## config.mk

```make
export PLATFORM = sky130hd
export DESIGN_NAME = cmd_link_master
export DESIGN_NICKNAME = d
export VERILOG_FILES = /design/src/rtl/cml_pkg.sv /design/src/rtl/cml_byte_buf.sv /design/src/rtl/cml_ack_timer.sv /design/src/rtl/cmd_link_master.sv
export SDC_FILE = /design/constraint.sdc
export NUM_CORES = 1
export LEC_CHECK = 0
export BUFFER_PORTS_ARGS = -buffer_cell sky130_fd_sc_hd__buf_4
export CORE_ASPECT_RATIO = 2
export CORE_MARGIN = 5
export CORE_UTILIZATION = 60
export CTS_CLUSTER_SIZE = 40
export DETAILED_ROUTE_END_ITERATION = 6
export GPL_TIMING_DRIVEN = 0
export PLACE_DENSITY = 0.77
export SYNTH_ARGS = -nofsm -noshare
export SYNTH_HDL_FRONTEND = slang
export SYNTH_HIERARCHICAL = 1
export SYNTH_SLANG_ARGS = --single-unit
```

## constraint.sdc

```tcl
create_clock -name clk_i -period 9.31 [get_ports clk_i]
set_input_delay 0.4655 -clock clk_i [delete_from_list [all_inputs] [get_ports clk_i]]
set_output_delay 0.4655 -clock clk_i [all_outputs]
set_load 0.01 [all_outputs]
```

## src/rtl/cml_pkg.sv

```systemverilog
package cml_pkg;

  typedef enum logic [2:0] {
    ST_IDLE,
    ST_SEND,
    ST_IACK,
    ST_READ,
    ST_READ_IRQ
  } cml_state_e;

  typedef enum logic {
    PH_SHIFT,
    PH_WAIT
  } cml_phase_e;

  localparam logic [7:0] LEN_VAR = 8'hFF;

  // {send, reply}; LEN_VAR = count travels as a length byte
  function automatic logic [15:0] default_len_entry(input logic [7:0] op);
    logic [15:0] e;
    case (op)
      8'h10:   e = {8'd1, 8'd0};
      8'h18:   e = {8'd0, 8'd1};
      8'h21:   e = {8'd0, 8'd0};
      8'h22:   e = {8'd2, 8'd0};
      8'h28:   e = {8'd0, LEN_VAR};
      8'h38:   e = {8'd0, 8'd4};
      default: e = {LEN_VAR, (op[3] ? LEN_VAR : 8'd0)};
    endcase
    return e;
  endfunction

  function automatic logic [4095:0] default_len_rom();
    logic [4095:0] r;
    r = '0;
    for (int i = 0; i < 256; i++) r[i*16 +: 16] = default_len_entry(8'(i));
    return r;
  endfunction

endpackage

```

## src/rtl/cml_byte_buf.sv

```systemverilog
module cml_byte_buf #(
  parameter int unsigned AW = 5
) (
  input  logic          clk_i,
  input  logic          we_i,
  input  logic [AW-1:0] waddr_i,
  input  logic [7:0]    wdata_i,
  input  logic [AW-1:0] raddr_i,
  output logic [7:0]    rdata_o
);
  localparam int unsigned DEPTH = 1 << AW;

  logic [7:0] mem_q [DEPTH];

  always_ff @(posedge clk_i) begin
    if (we_i) mem_q[waddr_i] <= wdata_i;
  end

  assign rdata_o = mem_q[raddr_i];
endmodule

```

## src/rtl/cml_ack_timer.sv

```systemverilog
module cml_ack_timer #(
  parameter int unsigned LIMIT = 32000
) (
  input  logic clk_i,
  input  logic rst_ni,
  input  logic run_i,
  output logic expire_o
);
  localparam int unsigned TW = $clog2(LIMIT + 1);
  localparam logic [TW-1:0] LAST = TW'(LIMIT - 1);

  logic [TW-1:0] cnt_q;

  assign expire_o = run_i && (cnt_q == LAST);

  always_ff @(posedge clk_i or negedge rst_ni) begin
    if (!rst_ni)       cnt_q <= '0;
    else if (!run_i)   cnt_q <= '0;
    else if (!expire_o) cnt_q <= cnt_q + 1'b1;
  end
endmodule

```

## src/rtl/cmd_link_master.sv

```systemverilog
module cmd_link_master #(
  parameter int unsigned    MAX_BYTES   = 32,
  parameter int unsigned    ACK_TIMEOUT = 32000,
  parameter logic [7:0]     IRQ_ACK_OP  = 8'h78,
  parameter logic [4095:0]  LEN_ROM     = cml_pkg::default_len_rom()
) (
  input  logic                             clk_i,
  input  logic                             rst_ni,
  input  logic                             cmd_valid_i,
  output logic                             cmd_ready_o,
  input  logic [7:0]                       cmd_op_i,
  input  logic [$clog2(MAX_BYTES+1)-1:0]   cmd_len_i,
  input  logic                             pl_we_i,
  input  logic [$clog2(MAX_BYTES)-1:0]     pl_addr_i,
  input  logic [7:0]                       pl_data_i,
  input  logic                             attn_i,
  output logic                             sh_load_o,
  output logic                             sh_dir_out_o,
  output logic [7:0]                       sh_tx_o,
  input  logic [7:0]                       sh_rx_i,
  input  logic                             sh_done_i,
  output logic                             treq_no,
  input  logic                             tack_ni,
  output logic                             done_o,
  output logic                             done_irq_o,
  output logic                             err_o,
  output logic [$clog2(MAX_BYTES+1)-1:0]   done_cnt_o,
  input  logic [$clog2(MAX_BYTES)-1:0]     rsp_addr_i,
  output logic [7:0]                       rsp_data_o,
  input  logic [$clog2(MAX_BYTES)-1:0]     irq_addr_i,
  output logic [7:0]                       irq_data_o,
  output logic [$clog2(MAX_BYTES+1)-1:0]   irq_len_o
);
  import cml_pkg::*;

  localparam int unsigned    CW   = $clog2(MAX_BYTES + 1);
  localparam int unsigned    AW   = $clog2(MAX_BYTES);
  localparam logic [CW-1:0]  MAXC = CW'(MAX_BYTES);
  localparam logic [7:0]     MAX8 = 8'(MAX_BYTES);

  cml_state_e st_q, st_d;
  cml_phase_e ph_q, ph_d;
  logic [CW-1:0] idx_q, idx_d, plen_q, plen_d, rlen_q, rlen_d, cnt_q;
  logic [CW-1:0] idx_inc, fin_cnt, irqlen_q;
  logic [7:0]    rcode_q, rcode_d, rx_q, rx_d, tx_q, lbyte;
  logic          lenb_q, lenb_d, rvar_q, rvar_d, dir_q, dir_d;
  logic          treq_q, treq_d, load_q, done_q, err_q, dirq_q;
  logic          attn_q, pend_q, pend_d, attn_edge;
  logic          launch, fin, fin_err, fin_irq, wr_rsp, wr_irq, tmo, bad_cmd;
  logic [15:0]   entry;
  logic [7:0]    scode, cmd_rd;

  assign attn_edge = attn_i & ~attn_q;
  assign entry     = LEN_ROM[{cmd_op_i, 4'b0000} +: 16];
  assign scode     = entry[15:8];
  assign bad_cmd   = (cmd_len_i > MAXC) || (scode != LEN_VAR && 8'(cmd_len_i) != scode);
  assign idx_inc   = idx_q + 1'b1;
  assign cmd_ready_o = (st_q == ST_IDLE) && !pend_q;

  cml_byte_buf #(.AW(AW)) u_cmd_buf (
    .clk_i, .we_i(pl_we_i), .waddr_i(pl_addr_i), .wdata_i(pl_data_i),
    .raddr_i(idx_q[AW-1:0]), .rdata_o(cmd_rd)
  );

  cml_byte_buf #(.AW(AW)) u_rsp_buf (
    .clk_i, .we_i(wr_rsp), .waddr_i(idx_q[AW-1:0]), .wdata_i(rx_q),
    .raddr_i(rsp_addr_i), .rdata_o(rsp_data_o)
  );

  cml_byte_buf #(.AW(AW)) u_irq_buf (
    .clk_i, .we_i(wr_irq), .waddr_i(idx_q[AW-1:0]), .wdata_i(rx_q),
    .raddr_i(irq_addr_i), .rdata_o(irq_data_o)
  );

  cml_ack_timer #(.LIMIT(ACK_TIMEOUT)) u_ack_timer (
    .clk_i, .rst_ni,
    .run_i((st_q != ST_IDLE) && (ph_q == PH_WAIT) && !tack_ni),
    .expire_o(tmo)
  );

  always_comb begin
    st_d = st_q;  ph_d = ph_q;  idx_d = idx_q;  plen_d = plen_q;
    rlen_d = rlen_q;  rcode_d = rcode_q;  lenb_d = lenb_q;  rvar_d = rvar_q;
    dir_d = dir_q;  rx_d = rx_q;  treq_d = treq_q;
    pend_d = pend_q | attn_edge;
    launch = 1'b0;  lbyte = 8'h00;
    fin = 1'b0;  fin_err = 1'b0;  fin_irq = 1'b0;  fin_cnt = '0;
    wr_rsp = 1'b0;  wr_irq = 1'b0;

    if (st_q == ST_IDLE) begin
      if (pend_q) begin
        pend_d = attn_edge;
        st_d = ST_IACK;  dir_d = 1'b1;
        launch = 1'b1;  lbyte = IRQ_ACK_OP;
      end else if (cmd_valid_i) begin
        if (bad_cmd) begin
          fin = 1'b1;  fin_err = 1'b1;
        end else begin
          st_d = ST_SEND;  dir_d = 1'b1;  idx_d = '0;
          plen_d = cmd_len_i;  rcode_d = entry[7:0];
          lenb_d = (scode == LEN_VAR);
          launch = 1'b1;  lbyte = cmd_op_i;
        end
      end
    end else if (ph_q == PH_SHIFT) begin
      if (sh_done_i) begin
        rx_d = sh_rx_i;  treq_d = 1'b1;  ph_d = PH_WAIT;
      end
    end else if (tmo) begin
      fin = 1'b1;  fin_err = 1'b1;
      fin_irq = (st_q == ST_IACK) || (st_q == ST_READ_IRQ);
      st_d = ST_IDLE;  ph_d = PH_SHIFT;
    end else if (tack_ni) begin
      unique case (st_q)
        ST_SEND: begin
          if (lenb_q) begin
            lenb_d = 1'b0;  launch = 1'b1;  lbyte = 8'(plen_q);
          end else if (idx_q < plen_q) begin
            launch = 1'b1;  lbyte = cmd_rd;  idx_d = idx_inc;
          end else if (rcode_q == 8'd0) begin
            fin = 1'b1;  st_d = ST_IDLE;
          end else begin
            st_d = ST_READ;  idx_d = '0;  dir_d = 1'b0;
            rvar_d = (rcode_q == LEN_VAR);
            rlen_d = rcode_q[CW-1:0];
            launch = 1'b1;
          end
        end
        ST_IACK: begin
          st_d = ST_READ_IRQ;  idx_d = '0;  dir_d = 1'b0;
          rvar_d = 1'b1;  launch = 1'b1;
        end
        default: begin // ST_READ, ST_READ_IRQ
          fin_irq = (st_q == ST_READ_IRQ);
          if (rvar_q) begin
            if (rx_q > MAX8) begin
              fin = 1'b1;  fin_err = 1'b1;  st_d = ST_IDLE;
            end else if (rx_q == 8'd0) begin
              fin = 1'b1;  st_d = ST_IDLE;
            end else begin
              rvar_d = 1'b0;  rlen_d = rx_q[CW-1:0];  launch = 1'b1;
            end
          end else begin
            wr_rsp = (st_q == ST_READ);
            wr_irq = (st_q == ST_READ_IRQ);
            idx_d = idx_inc;
            if (idx_inc < rlen_q) launch = 1'b1;
            else begin
              fin = 1'b1;  fin_cnt = idx_inc;  st_d = ST_IDLE;
            end
          end
        end
      endcase
    end

    if (launch) begin
      ph_d = PH_SHIFT;  treq_d = 1'b0;
    end
  end

  always_ff @(posedge clk_i or negedge rst_ni) begin
    if (!rst_ni) begin
      st_q <= ST_IDLE;  ph_q <= PH_SHIFT;
      idx_q <= '0;  plen_q <= '0;  rlen_q <= '0;  rcode_q <= '0;
      lenb_q <= 1'b0;  rvar_q <= 1'b0;  dir_q <= 1'b1;  rx_q <= '0;
      treq_q <= 1'b1;  load_q <= 1'b0;  tx_q <= '0;
      attn_q <= 1'b0;  pend_q <= 1'b0;
      done_q <= 1'b0;  err_q <= 1'b0;  dirq_q <= 1'b0;
      cnt_q <= '0;  irqlen_q <= '0;
    end else begin
      st_q <= st_d;  ph_q <= ph_d;
      idx_q <= idx_d;  plen_q <= plen_d;  rlen_q <= rlen_d;  rcode_q <= rcode_d;
      lenb_q <= lenb_d;  rvar_q <= rvar_d;  dir_q <= dir_d;  rx_q <= rx_d;
      treq_q <= treq_d;  load_q <= launch;
      if (launch) tx_q <= lbyte;
      attn_q <= attn_i;  pend_q <= pend_d;
      done_q <= fin;  err_q <= fin & fin_err;  dirq_q <= fin & fin_irq;
      if (fin) cnt_q <= fin_cnt;
      if (fin && fin_irq && !fin_err) irqlen_q <= fin_cnt;
    end
  end

  assign sh_load_o    = load_q;
  assign sh_dir_out_o = dir_q;
  assign sh_tx_o      = tx_q;
  assign treq_no      = treq_q;
  assign done_o       = done_q;
  assign done_irq_o   = dirq_q;
  assign err_o        = err_q;
  assign done_cnt_o   = cnt_q;
  assign irq_len_o    = irqlen_q;


  load_low_treq_chk: assert property (@(posedge clk_i) disable iff (!rst_ni)
    sh_load_o |-> !treq_no);


  treq_rise_chk: assert property (@(posedge clk_i) disable iff (!rst_ni)
    $rose(treq_no) |-> $past(sh_done_i));


  ack_gate_chk: assert property (@(posedge clk_i) disable iff (!rst_ni)
    (sh_load_o && $past(st_q != ST_IDLE)) |-> $past(tack_ni));


  attn_first_chk: assert property (@(posedge clk_i) disable iff (!rst_ni)
    (st_q == ST_IDLE && pend_q) |=> (sh_load_o && sh_tx_o == IRQ_ACK_OP));


  one_evt_chk: assert property (@(posedge clk_i) disable iff (!rst_ni)
    $onehot0({sh_load_o, done_o}));


  cnt_max_chk: assert property (@(posedge clk_i) disable iff (!rst_ni)
    done_o |-> (done_cnt_o <= MAXC));


  tmo_abort_chk: assert property (@(posedge clk_i) disable iff (!rst_ni)
    tmo |=> (done_o && err_o));
endmodule

```

==> flow_summary.json, run 1 <==
{
  "outcome": "complete, no violations",
  "synth_top_area_share_pct": 67.3,
  "post_cts_buffers": 0,
  "start_util_pct": 60.1,
  "clock_latency_ns": 0.60,
  "ys_dominant_reg_cell": "edfxtp_1",
  "antenna_found_initial": 2,
  "multi_input_area_um2": 8740,
  "cts_num_sinks": 846,
  "synth.largest_area_cell": "edfxtp_1",
  "drt-total-wl_um": 76400,
  "cpPeakStageDelay_ns": 0.81,
  "path_clk_slew_ns": 0.07,
  "die_h_um": 348,
  "crit_path_frequent_cell": "clkbuf_1",
  "layout_commonest_cell": "edfxtp_1",
  "worst-setup-path-type": "flip-flop to flip-flop",
  "fillers": 3612,
  "grt_pass1_vias": 18033,
  "clock-root-buffer": "clkbuf_16",
  "cts_buffers": 69,
  "dp_hpwl_um": 52700,
  "grt_remaining_overflow": 0,
  "maxCapViolCount": 0,
  "p_per_area_nw_per_um2": 250,
  "crit_family": "simple AND/OR/NAND/NOR gates",
  "yosys.area_share.simple_pct": 4.76,
  "synth.distinct_cells": 83,
  "dp.cells": 2543,
  "fin_tns_setup_ns": 0,
  "core_area_um2": 56900,
  "io_pins": 95,
  "path_max_fanout": 10,
  "layout_common_cells": "768 x edfxtp_1, 240 x mux4_2, 130 x nor2_1",
  "slew_violations": 0,
  "worst_hold_path_type": "input pin to asynchronous set/reset pin",
  "crit_slowest_cell": "nor3_1",
  "avgViaCountPerCell": 6.40,
  "die_w_um": 179,
  "finalHoldViolations": 0,
  "cp-start-kind": "flip-flop",
  "ir_drop_mv": 0.197,
  "final_layout_size_suffix_gt1_share_pct": 28.8,
  "maxSlewHeadroom_pct": 25.8,
  "stdcell_count": 2673,
  "synth_cells": 1696,
  "avgSynthCellArea_um2": 20.2,
  "synth_top_family_by_area": "multiplexers",
  "post-route-period-util_pct": 54.8,
  "ys_ff_latch": 846,
  "fin_util_pct": 67.2,
  "crit_arrival_ns": 5.32,
  "nets": 1926,
  "cts_resized": 0,
  "cts_tree": "yes",
  "crit_buf_inv": 4,
  "synth-async-reset-ratio_pct": 9.22,
  "finalClockSkew_ns": 0.0204,
  "drt-initial-drc-count": 1659,
  "yosys_warnings": 6,
  "synth_fp_nets": 1763,
  "regArea_um2": 25000,
  "synth_xor_area_share_pct": 0.230,
  "synthMuxAreaShare_pct": 17.5,
  "cp.required_ns": 9.54,
  "crit_chain": "or3_1 > clkbuf_1 > and3_1 > clkbuf_1 > and3_1 > inv_1 > nand3_1 > nor3_1 > or3b_2 > clkbuf_1 > nor2_1",
  "htree_levels": 3,
  "grt_pass1_wl_um": 115000,
  "die-area_um2": 62200,
  "rows": 124,
  "ys_seq_area_share_pct": 73.1,
  "p_leak_nw": 12.6,
  "synth-edff-count": 768,
  "rsz0062_at_grt": "no",
  "period_minus_slack_ns": 5.10,
  "synth_area_um2": 34200,
  "synth_area_leaders": "edfxtp_1 67%, mux4_2 16%, dfrtp_1 5.6%, nor2_1 1.4%, mux2_2 1.1%",
  "drtAntennaViolNets": 0,
  "synth_compound_gate_area_share_pct": 2.48,
  "fmax_mhz": 196,
  "synthAdderAreaFrac_pct": 0.548,
  "drc": 0,
  "setup_viol": 0,
  "tightest_slew_ns": 1.11,
  "vias": 17102,
  "area_growth_pct": 11.7,
  "track_usage_pct": 25.4,
  "wl_per_cell_um": 28.6,
  "grt_max_degree": 79,
  "gp_congestion": 0.873,
  "io_buffers": 83,
  "end_kind": "flip-flop",
  "clockBufferDepth": 3,
  "dr.pass1.iters": 7
}
[state kept, by name, summed over array words and instances (netlist names), 3 cells and up]
signal             cells
idx_q                  6
done_cnt_o             6
u_irq_buf/mem_q      256
st_q                   3
rcode_q                3
u_ack_timer/cnt_q     15
rlen_q                 6
u_cmd_buf/mem_q      256
sh_tx_o                8
plen_q                 6
u_rsp_buf/mem_q      256
irq_len_o              6
rx_q                   8
[cells by family after synthesis]
group | after synthesis
AOI/OAI and AO/OA | 119
and+or+nand+nor | 312
DFF | 846
buffers and inverters | 104
xor gates and xnor gates | 9
adders and majority gates | 15
muxes | 291
[Yosys cell counts, drive strengths merged (3+ instances only)]
library cell	number
mux2	41
xnor2	4
clkbuf	32
and2	8
nand2	54
nand4	4
nand3	18
dfrtp	76
and3	6
inv	29
nor3	14
o31ai	8
nand2b	5
o22ai	5
nor4	8
nor4b	3
edfxtp	768
or4	3
o21a	3
a21oi	13
a22oi	10
nand3b	15
a31o	3
xor2	5
mux2i	10
nor3b	4
nor2b	7
a221o	6
a21boi	4
a2111oi	3
a21o	9
buf	43
nor2	130
or3	10
mux4	240
a31oi	4
or3b	12
ha	15
or2	5
o21ai	34
[power breakdown]
part	internal [W]	switching, W	total, W
Combinational	0.000753	0.00113	0.00188
Sequential	0.00460	0.000198	0.00480
Clock	0.00161	0.00129	0.00289
[worst register-to-register path, delay by kind of cell (launching register included)]
family	cells	cell delay, ns
buf+inv	4	0.97
flops	1	0.43
simple gates	7	3.34
[layer usage]
metal,GRT usage [%],wire length (um),vias to the layer above
met4,9.52,3060,0
met1,29.0,25100,8996
met5,0,0,-
met2,47.9,44700,640
met3,3.01,3540,152
li1,-,-,7314
[repair_timing]
| action | CTS | global route |
|---|---|---|
| hold endpoints to repair | 1 | 0 |
| hold buffers | 1 | 0 |
| endpoints found under the setup margin | 0 | 0 |
[worst paths after layout]
check	depth (start not counted)	from	slack [ns]	end
worst max register to register	11	st_q[1]	4.21	u_irq_buf/mem_q[20][4]
worst min register to register	1	attn_q	0.44	pend_q
worst max-delay path	11	st_q[1]	4.21	u_irq_buf/mem_q[20][4]
min in group clk_i	2	sh_rx_i[1]	0.10	rx_q[1]
max in group asynchronous	1	rst_ni	8.60	rx_q[0]
worst min-delay path	1	rst_ni	0.03	rx_q[3]
[through the flow]
stage	setup slack (ns)	power [W]	instance area (um2)	hold WS [ns]
2_1_floorplan	5.61	0.00595	34200	0.170
3_3_place_gp	4.29	0.00664	35800	0.413
3_5_place_dp	4.20	0.00676	36000	0.426
4_1_cts	4.18	0.00965	38300	0.0484
5_1_grt	3.86	0.00993	38300	0.0819
6_report	4.21	0.00957	38300	0.0349
[layout make-up]
type,count,share of cell area (%)
diodes,2,0.0131
clock inverters,39,0.912
plain buffers,75,1.01
multi-input cells,746,22.8
well taps,756,2.47
clock buffers,88,5.00
repair buffers,92,2.07
flip-flops and latches,846,65.4
inverters,29,0.284
No activity file was read; power rests on OpenSTA's default activity.
==> run 2, diff against run 1 <==
CORE_UTILIZATION = 56   (was 60)
PLACE_DENSITY = 0.76   (was 0.77)
clock period = 4.6 ns   (was 9.31 ns; I/O delays follow)
==> run 2 against run 1 <==
Net effect: the run now ends with setup timing left; non-clock buffer count increased by 30; first-iteration DRC count fell by 4.3%; combinational power up 100%; sequential cell count stayed put; sequential power grew 100%; clock power is 120% higher; die area rose by 6.8%; global-route usage shrank 1.3 points; cell area grew 2.1%; core utilization fell by 3.0 points; register-to-register slack worse by 4.2 ns; via count is 2.3% higher; critical endpoint is now u_rsp_buf/mem_q[22][0]; largest cell class unchanged; highest routed layer unchanged.
==> flow_summary.json, run 2 (synthesis results as in run 1) <==
{
  "met1_usage_pct": 27.1,
  "grt_pass1_wl_um": 118000,
  "avgViaCountPerCell": 6.41,
  "die_h_um": 360,
  "cp.required_ns": 4.83,
  "top_regs": "u_cmd_buf/mem_q: 256 flops, u_irq_buf/mem_q: 256 flops, u_rsp_buf/mem_q: 256 flops",
  "start_util_pct": 56.3,
  "drt-total-wl_um": 79100,
  "core_area_um2": 60900,
  "setup_ws_ns": -0.0308,
  "wl_per_cell_um": 29.0,
  "antenna_found_initial": 1,
  "gp_congestion": 0.842,
  "finalPower_w": 0.0199,
  "grtUsageMet3_pct": 3.17,
  "area_growth_pct": 14.1,
  "busiest_layer": "met2",
  "fin_tns_setup_ns": -0.220,
  "holdCritStartpoint": "sh_done_i",
  "path_max_fanout": 10,
  "track_usage_pct": 24.1,
  "post-route-period-util_pct": 101,
  "fillers": 4034,
  "slew_violations": 0,
  "maxCapViolCount": 0,
  "p_leak_nw": 12.8,
  "final_layout_size_suffix_gt1_share_pct": 31.7,
  "drtAntennaViolNets": 0,
  "crit_arrival_ns": 4.86,
  "io_buffers": 83,
  "cts_num_sinks": 846,
  "grt_max_degree": 79,
  "violations": "setup timing",
  "finalClockSkew_ns": 0.0212,
  "whs_ns": 0.0176,
  "rsz0062_at_grt": "yes",
  "layout_commonest_cell": "edfxtp_1",
  "ir_drop_mv": 0.398,
  "dp_hpwl_um": 54700,
  "path_clk_slew_ns": 0.07,
  "die_w_um": 185,
  "finalHoldViolations": 0,
  "end_kind": "flip-flop",
  "drt-initial-drc-count": 1587,
  "cp-start-kind": "flip-flop",
  "grt_remaining_overflow": 0,
  "hold_depth": 3,
  "outcome": "complete, but fails checks",
  "period_minus_slack_ns": 4.63,
  "cts_buffers": 72,
  "rows": 128,
  "drc": 0,
  "clockBufferDepth": 3,
  "post-place-ws_ns": -1.10,
  "clock-root-buffer": "clkbuf_16",
  "nets": 1959,
  "fmax_mhz": 216,
  "grt_pass1_vias": 18356,
  "worstHoldEndpoint": "treq_no",
  "die-area_um2": 66500,
  "worst_hold_path_type": "input pin to flip-flop",
  "timing.rr.end": "u_rsp_buf/mem_q[22][0]",
  "setup_viol": 8,
  "vias": 17497,
  "r2r-start": "st_q[1]",
  "regToRegSetupSlack_ns": -0.03,
  "maxSlewHeadroom_pct": 27.4,
  "tightest_slew_ns": 1.09,
  "p_per_area_nw_per_um2": 508,
  "use_met2_pct": 44.7,
  "fin_util_pct": 64.2,
  "cts_tree": "yes",
  "dr.pass1.iters": 6,
  "rr_worst_depth": 11,
  "htree_levels": 3,
  "io_pins": 95,
  "layout_common_cells": "768 x edfxtp_1, 240 x mux4_2, 105 x buf_4",
  "clock_latency_ns": 0.61,
  "worst-setup-path-type": "flip-flop to flip-flop"
}
-- run 2: final cells by class --
cell class	count	area (um2)	share of cell area, %
repair buffers	124	1130	2.90
inverters	29	109	0.279
diodes	1	2.50	0.00640
clock inverters	50	598	1.53
clock buffers	79	1850	4.73
multi-input cells	746	9000	23.0
well taps	780	976	2.50
flip-flops and latches	846	25000	64.0
plain buffers	73	378	0.967
-- run 2: worst max path at each step --
stage	startpoint	to	slack [ns]	depth (start not counted)
floorplan	st_q[1]	u_rsp_buf/mem_q[28][0]	0.90	11
global placement	st_q[1]	u_rsp_buf/mem_q[2][6]	-1.02	10
detailed placement	st_q[1]	u_rsp_buf/mem_q[7][6]	-1.10	10
CTS	st_q[1]	u_irq_buf/mem_q[12][0]	-0.16	11
global route	st_q[1]	u_rsp_buf/mem_q[22][0]	-0.29	11
finish	st_q[1]	u_rsp_buf/mem_q[22][0]	-0.03	11
-- run 2: where the power goes --
part	internal (W)	leakage, nW	switching [W]	total, W
Clock	0.00361	1.20	0.00270	0.00630
Sequential	0.00931	7.90	0.000470	0.00978
Combinational	0.00154	3.71	0.00224	0.00379
Total	0.0145	12.8	0.00541	0.0199
-- run 2: routing by layer --
metal | vias to the layer above | wire length, um | part of all wire (%)
met5 | - | 0 | 0
met3 | 189 | 4200 | 5.3
met2 | 770 | 45000 | 57
li1 | 7365 | - | -
met4 | 0 | 4300 | 5.4
met1 | 9173 | 25600 | 32
-- run 2: repair_timing --
action	4_1_cts	5_1_grt
endpoints found under the hold margin	104	0
pin swaps	3	2
hold buffers	25	0
setup endpoints to repair	504	512
buffers inserted	1	6
resized for setup	45	32
-- run 2: critical path, stage by stage (launching register included) --
cell and delay [ns]:
dfrtp_1 0.43, or3_1 0.38, clkbuf_1 0.23, and3_1 0.39
clkbuf_1 0.26, and3_1 0.31, inv_1 0.18, nand3_1 0.30
nor4b_4 0.33, buf_4 0.20, nand3b_1 0.44, nor2_1 0.78
-- run 2: per-stage QoR --
step,std cells,cell area (um2)
finish,2728,39100
global route,2728,39100
CTS,2722,38900
detailed placement,2568,36000
global placement,2559,35800
floorplan,1696,34200
